--- src/rtl/wdg_pkg.sv ---
package wdg_pkg;
  localparam int NSTG   = 4;
  localparam int ADDR_W = 4;
  localparam int CTRL_W = 16;

  typedef enum logic [1:0] {
    ACT_OFF = 2'd0,
    ACT_IRQ = 2'd1,
    ACT_CPU = 2'd2,
    ACT_SYS = 2'd3
  } act_e;

  localparam logic [ADDR_W-1:0] A_LOCK = 4'd0;
  localparam logic [ADDR_W-1:0] A_CTRL = 4'd1;
  localparam logic [ADDR_W-1:0] A_DIV  = 4'd2;
  localparam logic [ADDR_W-1:0] A_FEED = 4'd3;
  localparam logic [ADDR_W-1:0] A_TMO0 = 4'd4;
  localparam logic [ADDR_W-1:0] A_ICLR = 4'd8;

  // control register field positions
  localparam int B_RUN   = 0;
  localparam int B_FBOOT = 1;
  localparam int B_ACT0  = 2;
  localparam int B_CLEN  = 10;
  localparam int B_SLEN  = 13;
endpackage

--- src/rtl/wdg_regs.sv ---
module wdg_regs
  import wdg_pkg::*;
#(
  parameter int DATA_W = 32,
  parameter int TMO_W  = 32,
  parameter int PRE_W  = 16,
  parameter int PLEN_W = 3,
  parameter logic [DATA_W-1:0] KEY = 32'h50D8_3AA1,
  parameter int PRE_RST = 80,
  parameter logic [TMO_W-1:0] TMO_RST = '1
) (
  input  logic                        clk_i,
  input  logic                        rst_ni,
  input  logic                        wr_en_i,
  input  logic [ADDR_W-1:0]           wr_addr_i,
  input  logic [DATA_W-1:0]           wr_data_i,
  output logic                        unlocked_o,
  output logic                        run_o,
  output logic                        restart_o,
  output logic                        irq_clr_o,
  output logic [NSTG-1:0][1:0]        act_o,
  output logic [NSTG-1:0][TMO_W-1:0]  tmo_o,
  output logic [PRE_W-1:0]            div_o,
  output logic [PLEN_W-1:0]           cpu_len_o,
  output logic [PLEN_W-1:0]           sys_len_o
);
  localparam logic [CTRL_W-1:0] CTRL_RST =
    CTRL_W'({PLEN_W{1'b1}}) << B_CLEN | CTRL_W'({PLEN_W{1'b1}}) << B_SLEN;

  logic              unlocked_q;
  logic [CTRL_W-1:0] ctrl_q;
  logic [PRE_W-1:0]  div_q;
  logic              tmo_sel;
  logic              cfg_hit;
  logic              cfg_wr;

  assign tmo_sel = (wr_addr_i >= A_TMO0) && (wr_addr_i < A_TMO0 + ADDR_W'(NSTG));
  assign cfg_hit = (wr_addr_i == A_CTRL) || (wr_addr_i == A_DIV) || tmo_sel;
  assign cfg_wr  = wr_en_i && unlocked_q && cfg_hit;

  always_ff @(posedge clk_i or negedge rst_ni) begin
    if (!rst_ni) begin
      unlocked_q <= 1'b0;
      ctrl_q     <= CTRL_RST;
      div_q      <= PRE_W'(PRE_RST);
    end else if (wr_en_i) begin
      if (wr_addr_i == A_LOCK) unlocked_q <= (wr_data_i == KEY);
      if (cfg_wr && wr_addr_i == A_CTRL) ctrl_q <= wr_data_i[CTRL_W-1:0];
      if (cfg_wr && wr_addr_i == A_DIV)  div_q  <= wr_data_i[PRE_W-1:0];
    end
  end

  for (genvar s = 0; s < NSTG; s++) begin : g_stage
    logic [TMO_W-1:0] tmo_q;
    always_ff @(posedge clk_i or negedge rst_ni) begin
      if (!rst_ni) tmo_q <= TMO_RST;
      else if (cfg_wr && wr_addr_i == A_TMO0 + ADDR_W'(s)) tmo_q <= wr_data_i[TMO_W-1:0];
    end
    assign tmo_o[s] = tmo_q;
    assign act_o[s] = ctrl_q[B_ACT0 + 2*s +: 2];
  end

  assign unlocked_o = unlocked_q;
  assign run_o      = ctrl_q[B_RUN] | ctrl_q[B_FBOOT];
  assign restart_o  = (wr_en_i && wr_addr_i == A_FEED) || cfg_wr;
  assign irq_clr_o  = wr_en_i && (wr_addr_i == A_ICLR) && wr_data_i[0];
  assign div_o      = div_q;
  assign cpu_len_o  = ctrl_q[B_CLEN +: PLEN_W];
  assign sys_len_o  = ctrl_q[B_SLEN +: PLEN_W];
endmodule

--- src/rtl/wdg_prescaler.sv ---
module wdg_prescaler #(
  parameter int PRE_W = 16
) (
  input  logic             clk_i,
  input  logic             rst_ni,
  input  logic             run_i,
  input  logic             restart_i,
  input  logic [PRE_W-1:0] div_i,
  output logic             tick_o
);
  logic [PRE_W-1:0] cnt_q;
  logic [PRE_W-1:0] last;

  assign last   = (div_i == '0) ? '0 : div_i - PRE_W'(1);
  assign tick_o = run_i && !restart_i && (cnt_q >= last);

  always_ff @(posedge clk_i or negedge rst_ni) begin
    if (!rst_ni)                 cnt_q <= '0;
    else if (!run_i || restart_i) cnt_q <= '0;
    else if (tick_o)             cnt_q <= '0;
    else                         cnt_q <= cnt_q + PRE_W'(1);
  end
endmodule

--- src/rtl/wdg_sequencer.sv ---
module wdg_sequencer
  import wdg_pkg::*;
#(
  parameter int TMO_W = 32
) (
  input  logic                       clk_i,
  input  logic                       rst_ni,
  input  logic                       run_i,
  input  logic                       restart_i,
  input  logic                       tick_i,
  input  logic [NSTG-1:0][1:0]       act_i,
  input  logic [NSTG-1:0][TMO_W-1:0] tmo_i,
  output logic                       fire_irq_o,
  output logic                       fire_cpu_o,
  output logic                       fire_sys_o
);
  localparam int SW = $clog2(NSTG);

  logic [SW-1:0]    stage_q;
  logic [TMO_W-1:0] cnt_q;
  act_e             act;
  logic             active;
  logic             reached;
  logic             expire;

  assign act     = act_e'(act_i[stage_q]);
  assign active  = run_i && !restart_i;
  assign reached = ({1'b0, cnt_q} + (TMO_W+1)'(1)) >= {1'b0, tmo_i[stage_q]};
  assign expire  = active && (act != ACT_OFF) && tick_i && reached;

  always_ff @(posedge clk_i or negedge rst_ni) begin
    if (!rst_ni) begin
      stage_q <= '0;
      cnt_q   <= '0;
    end else if (!active) begin
      stage_q <= '0;
      cnt_q   <= '0;
    end else if (act == ACT_OFF) begin
      stage_q <= stage_q + SW'(1);
      cnt_q   <= '0;
    end else if (tick_i) begin
      if (reached) begin
        stage_q <= stage_q + SW'(1);
        cnt_q   <= '0;
      end else begin
        cnt_q   <= cnt_q + TMO_W'(1);
      end
    end
  end

  assign fire_irq_o = expire && (act == ACT_IRQ);
  assign fire_cpu_o = expire && (act == ACT_CPU);
  assign fire_sys_o = expire && (act == ACT_SYS);
endmodule

--- src/rtl/wdg_pulse.sv ---
module wdg_pulse #(
  parameter int PLEN_W = 3
) (
  input  logic              clk_i,
  input  logic              rst_ni,
  input  logic              fire_i,
  input  logic [PLEN_W-1:0] len_i,
  output logic              pulse_o
);
  logic [PLEN_W:0] left_q;

  always_ff @(posedge clk_i or negedge rst_ni) begin
    if (!rst_ni)              left_q <= '0;
    else if (fire_i)          left_q <= {1'b0, len_i} + (PLEN_W+1)'(1);
    else if (left_q != '0)    left_q <= left_q - (PLEN_W+1)'(1);
  end

  assign pulse_o = (left_q != '0);
endmodule

--- src/rtl/wdg_escalator.sv ---
module wdg_escalator
  import wdg_pkg::*;
#(
  parameter int DATA_W = 32,
  parameter int TMO_W  = 32,
  parameter int PRE_W  = 16,
  parameter int PLEN_W = 3,
  parameter logic [DATA_W-1:0] KEY = 32'h50D8_3AA1,
  parameter int PRE_RST = 80
) (
  input  logic              clk_i,
  input  logic              rst_ni,
  input  logic              wr_en_i,
  input  logic [ADDR_W-1:0] wr_addr_i,
  input  logic [DATA_W-1:0] wr_data_i,
  output logic              irq_o,
  output logic              cpu_rst_o,
  output logic              sys_rst_o
);
  logic                       unlocked_w;
  logic                       run_w;
  logic                       restart_w;
  logic                       irq_clr_w;
  logic [NSTG-1:0][1:0]       act_w;
  logic [NSTG-1:0][TMO_W-1:0] tmo_w;
  logic [PRE_W-1:0]           div_w;
  logic [PLEN_W-1:0]          cpu_len_w;
  logic [PLEN_W-1:0]          sys_len_w;
  logic                       tick_w;
  logic                       fire_irq_w;
  logic                       fire_cpu_w;
  logic                       fire_sys_w;
  logic                       irq_q;

  wdg_regs #(
    .DATA_W(DATA_W), .TMO_W(TMO_W), .PRE_W(PRE_W), .PLEN_W(PLEN_W),
    .KEY(KEY), .PRE_RST(PRE_RST)
  ) u_regs (
    .clk_i(clk_i), .rst_ni(rst_ni),
    .wr_en_i(wr_en_i), .wr_addr_i(wr_addr_i), .wr_data_i(wr_data_i),
    .unlocked_o(unlocked_w), .run_o(run_w), .restart_o(restart_w),
    .irq_clr_o(irq_clr_w), .act_o(act_w), .tmo_o(tmo_w), .div_o(div_w),
    .cpu_len_o(cpu_len_w), .sys_len_o(sys_len_w)
  );

  wdg_prescaler #(.PRE_W(PRE_W)) u_pre (
    .clk_i(clk_i), .rst_ni(rst_ni), .run_i(run_w), .restart_i(restart_w),
    .div_i(div_w), .tick_o(tick_w)
  );

  wdg_sequencer #(.TMO_W(TMO_W)) u_seq (
    .clk_i(clk_i), .rst_ni(rst_ni), .run_i(run_w), .restart_i(restart_w),
    .tick_i(tick_w), .act_i(act_w), .tmo_i(tmo_w),
    .fire_irq_o(fire_irq_w), .fire_cpu_o(fire_cpu_w), .fire_sys_o(fire_sys_w)
  );

  logic [1:0]             rst_fire;
  logic [1:0][PLEN_W-1:0] rst_len;
  logic [1:0]             rst_pulse;

  assign rst_fire = {fire_sys_w, fire_cpu_w};
  assign rst_len  = {sys_len_w, cpu_len_w};

  for (genvar k = 0; k < 2; k++) begin : g_pulse
    wdg_pulse #(.PLEN_W(PLEN_W)) u_pulse (
      .clk_i(clk_i), .rst_ni(rst_ni), .fire_i(rst_fire[k]),
      .len_i(rst_len[k]), .pulse_o(rst_pulse[k])
    );
  end

  // set has priority over clear
  always_ff @(posedge clk_i or negedge rst_ni) begin
    if (!rst_ni)         irq_q <= 1'b0;
    else if (fire_irq_w) irq_q <= 1'b1;
    else if (irq_clr_w)  irq_q <= 1'b0;
  end

  assign irq_o     = irq_q;
  assign cpu_rst_o = rst_pulse[0];
  assign sys_rst_o = rst_pulse[1];
endmodule

--- config.mk ---
export PLATFORM = sky130hd
export DESIGN_NAME = wdg_escalator
export DESIGN_NICKNAME = d
export VERILOG_FILES = /design/src/rtl/wdg_pkg.sv /design/src/rtl/wdg_regs.sv /design/src/rtl/wdg_prescaler.sv /design/src/rtl/wdg_sequencer.sv /design/src/rtl/wdg_pulse.sv /design/src/rtl/wdg_escalator.sv
export SDC_FILE = /design/constraint.sdc
export NUM_CORES = 1
export LEC_CHECK = 0
export BUFFER_PORTS_ARGS = -buffer_cell sky130_fd_sc_hd__buf_2
export CELL_PAD_IN_SITES_DETAIL_PLACEMENT = 0
export CELL_PAD_IN_SITES_GLOBAL_PLACEMENT = 1
export CORE_AREA = 8 8 166 168
export DETAILED_ROUTE_END_ITERATION = 6
export DIE_AREA = 0 0 174 176
export GPL_ROUTABILITY_DRIVEN = 0
export PLACE_DENSITY_LB_ADDON = 0.1
export SLEW_MARGIN = 20
export SYNTH_ARGS = -nofsm -noshare
export SYNTH_HDL_FRONTEND = slang
export SYNTH_HIERARCHICAL = 1
export SYNTH_SLANG_ARGS = --single-unit
--- constraint.sdc ---
create_clock -name clk_i -period 4.85 [get_ports clk_i]
set_input_delay 0.2425 -clock clk_i [delete_from_list [all_inputs] [get_ports clk_i]]
set_output_delay 0.2425 -clock clk_i [all_outputs]
set_load 0.03 [all_outputs]
# Word level (Yosys, flattened, before mapping)
# Index checks and enable logic that the tools add are counted.
# totals
output_inout_bits	3
inputBits	39
word_cells	102
register_bits	220
# classes
n_mux	21
order_cmp	5
eq_ne	14
n_reduce_logical	39
n_bitwise	1
n_addsub	9
# op_table
op	n
$mux 32	5
$bmux 32 s2	1
$mux 16	3
$add 32x1->33 const B	1
$ge 33x32->1	1
$add 32x1->32 const B	1
$eq 32x31->1 const B	1
$logic_and 1x1->1	20
$add 16x1->16 const B	1
$eq 4x3->1 const B	4
$ge 16x16->1	1
$logic_not 16->1	1
$mux 4	4
$sub 16x1->16 const B	1
$mux 2	5
$add 3x1->4 const B	2
$eq 4x2->1 const B	2
$reduce_and 2->1	4
$reduce_bool 2->1	4
$reduce_bool 4->1	2
$sub 4x1->4 const B	2
$bmux 2 s2	1
$eq 2x2->1 const B	2
$eq 4x1->1 const B	1
14 further kinds	19

# Depth between registers and ports, before layout
# logic_depth
depth_word	12
ltp_mapped	19
ltp_nobuf	17

# By module
# The synthesis kept the hierarchy.
# modules_own_cells
mod	area_per_inst_um2	seq_area_each_um2	cells_each	n_inst
wdg_regs	6443.7	4199.0	387	1
wdg_sequencer	3674.8	850.8	369	1
wdg_prescaler	1546.5	400.4	181	1
wdg_pulse	272.8	100.1	26	2
wdg_escalator	36.3	25.0	3	1

# Least setup slack after synthesis
# No wires, ideal clock.
# synth_path
kind	register to register
startpoint	register u_seq.cnt_q[0]
endpoint	register g_pulse[0].u_pulse.left_q[1]
setup_time_ns	0.125
path_stages_with_launch	18
arrival_ns	4.076
n_path_buf	2
t_required_ns	4.725
period_less_slack_ns	4.201
setup_slack_ns	0.649
path_cell_list	dfrtp_1 -> ha_1 -> nand4_1 -> nor4_4 -> and3_1 -> buf_2 -> nand4_1 -> xnor2_1 -> ha_1 -> nand4_1 -> or2_2 -> a2111oi_0 -> a211o_1 -> a211oi_4 -> and2_1 -> nor4b_1 -> clkbuf_1 -> mux2_2
# synth_via
elab_chain_len	5
word_cells_on_any_way	6
classes_between	1 x add/sub; 1 x order compare; 1 x mux; 3 x reduce/logical
# synth_rtl
item	line_no	rtl
start: declaration	wdg_sequencer.sv:20	logic [TMO_W-1:0] cnt_q;
start signal: assignment	wdg_sequencer.sv:46	cnt_q <= cnt_q + TMO_W'(1);
$add 32x1->33 (*)	wdg_sequencer.sv:28	assign reached = ({1'b0, cnt_q} + (TMO_W+1)'(1)) >= {1'b0, tmo_i[stage_q]};
$ge 33x32->1 (*)	wdg_sequencer.sv:28	
$logic_and 1x1->1 (*)	wdg_sequencer.sv:29	assign expire = active && (act != ACT_OFF) && tick_i && reached;
$logic_and 1x1->1 (*)	wdg_sequencer.sv:52	assign fire_cpu_o = expire && (act == ACT_CPU);
named net fire_cpu_w	wdg_escalator.sv:31	logic fire_cpu_w;
$mux 4 / $reduce_bool 2->1 (equally long branches)	--	
end signal: assignment	wdg_pulse.sv:14	else if (fire_i) left_q <= {1'b0, len_i} + (PLEN_W+1)'(1);
end signal: assignment	wdg_pulse.sv:15	else if (left_q != '0) left_q <= left_q - (PLEN_W+1)'(1);
end: declaration	wdg_pulse.sv:10	logic [PLEN_W:0] left_q;
# Mark *: on every way through the listed nets, which the timed path passes. The rest lies on a longest branch.
# A chain may end at the register's enable or synchronous reset.

# Worst setup path after layout
# layout_path
startpoint	register u_seq.cnt_q[2]
endpoint	register g_pulse[0].u_pulse.left_q[1]
# Same word-level chain as after synthesis.

==> implementation parameters <==
Parameter                              Value

STA
  Final worst path period share    91.9%
  Setup skew after layout    0.0242 ns
  F_max    about 220 MHz
  Worst-margin pin slew    between 0.9 and 1 ns
  Final number of max-transition violations    0
  Fin Setup TNS    0 ns
  Slew HR    between 30% and 40%
  Number of endpoints failing setup at the final stage    0
  Final hold vios    0
  Clock period minus worst slack    ~4.5 ns
  Unrepaired setup endpoints after global routing    no

Synthesis
  Syn Std Cell Area    12200 um^2
  Part of the Yosys area used for sequential elements    a little under half
  Share of the synthesized area in the top cell type    29.2%
  Async S/R FF share, synth    between 90% and 100%
  Syn Area/Cell    ~12 um^2
  Yosys synthesis warning count    6
  Top cell type by total area after synthesis    sky130_fd_sc_hd__dfstp_2
  Top FF cell, synth    sky130_fd_sc_hd__dfstp_2
  Top cells by count, synth    sky130_fd_sc_hd__mux2_2, sky130_fd_sc_hd__dfstp_2, sky130_fd_sc_hd__dfrtp_1
  Cells after synthesis    about 1000
  Leading cell types by total area after synthesis    sky130_fd_sc_hd__dfstp_2, sky130_fd_sc_hd__dfrtp_1, sky130_fd_sc_hd__mux2_2, sky130_fd_sc_hd__mux4_2, sky130_fd_sc_hd__ha_1
  Number of enable flip-flop cells after synthesis    0
  Most frequently used cell type in the post-synthesis netlist    sky130_fd_sc_hd__mux2_2
  Distinct cell type count of the synthesized netlist    68
  Post-synthesis net count    about 1100
  Number of flip-flops and latches in the synthesized netlist    220

Critical path
  Cell with the largest stage delay on the worst path    sky130_fd_sc_hd__dfrtp_1
  Req. time, crit path    around 5.3 ns
  Crit path cell chain    nand3_1, or3_1, nor3_2, and2_1, nand4_1, xnor2_1, ha_1, nand4_1, or2_2, a2111oi_1, a211o_1, a211oi_4, and2_1, nor4b_1, buf_4, mux2_2
  Element type at the critical path start    register
  Data arrival time of the worst path    about 5 ns
  Worst Path Class, Setup    reg -> reg
  Max incr delay on CP    around 0.47 ns
  Startpoint of the most critical register-to-register path    u_seq/cnt_q[2]$_DFFE_PN0P_
  Reg2reg setup slack    between 0.3 and 0.4 ns
  Kind of capture point of the worst setup path    register
  Worst reg2reg path depth    16
  Capture point of the worst reg-to-reg path    g_pulse[0].u_pulse/left_q[1]$_DFFE_PN0P_
  Max Fanout on Critical Path    8

Global route
  GRT Util Overall    between 15 and 20%
  Antenna violations before repair    0
  Number of global-route vias before repair    between 7000 and 8000
  Largest net degree at the start of global routing    approximately 110
  Total overflow reported by the global router    0
  Global-route wire length before repair    roughly 46 mm

Cells and area
  Number of antenna repair diodes    0
  Non-Filler Instances    ~1400
  Nets    roughly 1100
  Fraction of final layout cells sized beyond drive strength 1    a little over two fifths
  Post-layout utilization of the core    a little under three fifths
  P&R area growth vs syn    12.9%

Floorplan
  Die outline area    around 31000 um^2
  Die width    ~170 um
  Area of the placeable core    24800 um^2
  Die Height    ~180 um
  I/O pins    42
  Starting utilization of the core area    between 40% and 50%
  Standard-cell rows    58

Placement
  Port Buffer Count    around 40
  Detail Placement HPWL    a little under 20 mm
  Dpl cells    1324

Drt
  Vias per Instance    roughly 5.5
  Number of optimization iterations in the first detailed-route pass    4
  Final routed wirelength across all metal layers    28.0 mm
  Post-DR wirelength/cell    20.2 um
  Total via count after detailed routing    7702
  Remaining design rule violation count    0
  Number of nets still failing antenna checks after routing    0
  Violation count after the first detailed-routing iteration    between 400 and 500

Outcome
  Status    completed

CTS
  Clock root buffer    sky130_fd_sc_hd__clkbuf_16
  Max H-tree Level    1
  Maximum count of clock buffers along a single path    3
  CTS tree    yes
  Clock latency of the later-clocked register in the worst-skew pair    0.55 ns
  Sinks on Clock Net    220
  Post-CTS setup repair buffer count    0
  Clock buffers created by TritonCTS    26
  Clock Pin Slew Worst Setup and Hold Paths    ~0.060 ns

Hold path
  Hold Path Cell Cnt    2
  HP Start    wr_data_i[23]
  Endpoint of the worst hold path    u_regs/g_stage[2].tmo_q[23]$_DFFE_PN1P_
  Worst hold path class    in -> reg

Power
  Worst IR drop on VDD    0.318 mV
  Total power    about 4.0 mW
  Total power per unit cell area    291 nW/um^2
  Static Leakage    about 6 nW

Run
  Number of max-capacitance violations reported    0
## where the power goes
group / switching [mW] / leakage [nW] / internal (mW)
combinational: 0.0723 / 2.98 / 0.0267
clock: 0.785 / 0.464 / 1.29
sequential: 0.000000000339 / 2.57 / 1.84
total: 0.858 / 6.01 / 3.16
## flip-flops by register name (all words and copies together), names as in the netlist
name,flops
g_pulse.u_pulse/left_q,8
u_pre/cnt_q,16
u_regs/ctrl_q,16
u_seq/stage_q,2
u_regs/g_stage.tmo_q,128
irq_o,1
u_regs/unlocked_o,1
u_regs/div_o,16
u_seq/cnt_q,32
## cell type report
| cell class | count | area (um^2) |
|---|---|---|
| clock buffers | 36 | 748 |
| clock inverters | 12 | 185 |
| fillers | 2137 | 11000 |
| inverters | 50 | 188 |
| multi-input cells | 668 | 6060 |
| flip-flops and latches | 220 | 5680 |
| well taps | 330 | 413 |
| repair buffers | 73 | 553 |
## stage by stage
stage | area [um^2] | setup slack, ns | hold WS [ns]
finish | 13800 | 0.395 | 0.0245
global route | 13800 | 0.0253 | 0.00386
CTS | 13800 | 0.357 | 0.00452
detailed placement | 12700 | 0.403 | 0.373
global placement | 12700 | 0.510 | 0.372
floorplan | 12200 | 0.649 | -0.0531
## routing by layer
| layer | GRT usage, % | wire length [um] | up-vias |
|---|---|---|---|
| li1 | - | - | 3660 |
| met1 | 27.6 | 14200 | 3912 |
| met2 | 28.6 | 12400 | 91 |
| met3 | 2.48 | 907 | 39 |
| met4 | 3.92 | 498 | 0 |
| met5 | 0 | 0 | - |
## worst max-delay path: cells and delay by family (launching register included)
kind | cells | cell delay, ns
buffers and inverters | 1 | 0.20
multiplexers | 1 | 0.33
XOR/XNOR | 1 | 0.16
adder cells (fa/ha/maj) | 1 | 0.30
AND/OR/NAND/NOR | 9 | 2.22
AO/OA/AOI/OAI | 3 | 0.66
flip-flops | 1 | 0.47
## kinds of logic (layout without fill, tap and decap cells)
group / Yosys count / in the layout / share of synthesized area [%]
AO/OA/AOI/OAI: 93 / 93 / 5.65
buffers and inverters: 104 / 171 / 4.29
adder cells (fa/ha/maj): 58 / 58 / 5.93
flip-flops: 220 / 220 / 46.3
multiplexers: 205 / 205 / 21.9
XOR/XNOR: 57 / 57 / 4.08
AND/OR/NAND/NOR: 255 / 255 / 11.8
## repair_timing
item | CTS | global route
resized for setup | 0 | 1
hold endpoints to repair | 121 | 0
endpoints found under the setup margin | 0 | 1
hold buffers | 16 | 0
## placed cells by master, fill, tap and decap left out, drive strengths merged, types with 15 or more instances in the layout
cell / n
xor2: 25
a22o: 21
inv: 50
dfstp: 136
xnor2: 32
buf: 57
o21ai: 16
nand3: 28
dfrtp: 84
dlygate4sd3: 16
clkbuf: 36
nand2b: 15
a21oi: 23
ha: 58
nand4: 18
mux2: 163
nand2: 59
mux4: 34
nor2: 53
## worst max-delay path by stage
stage | startpoint | endpoint | slack [ns] | cells past startpoint
final | u_seq/cnt_q[2]$_DFFE_PN0P_ | g_pulse[0].u_pulse/left_q[1]$_DFFE_PN0P_ | 0.40 | 16
after global routing | u_seq/cnt_q[2]$_DFFE_PN0P_ | g_pulse[0].u_pulse/left_q[1]$_DFFE_PN0P_ | 0.03 | 16
after CTS | u_seq/cnt_q[2]$_DFFE_PN0P_ | g_pulse[0].u_pulse/left_q[1]$_DFFE_PN0P_ | 0.36 | 16
after detailed placement | u_seq/cnt_q[0]$_DFFE_PN0P_ | g_pulse[0].u_pulse/left_q[1]$_DFFE_PN0P_ | 0.40 | 16
after global placement | u_seq/cnt_q[2]$_DFFE_PN0P_ | g_pulse[0].u_pulse/left_q[1]$_DFFE_PN0P_ | 0.51 | 16
after floorplan | u_seq/cnt_q[0]$_DFFE_PN0P_ | g_pulse[0].u_pulse/left_q[1]$_DFFE_PN0P_ | 0.65 | 17
Note: power is estimated with default switching activity, not from simulation.
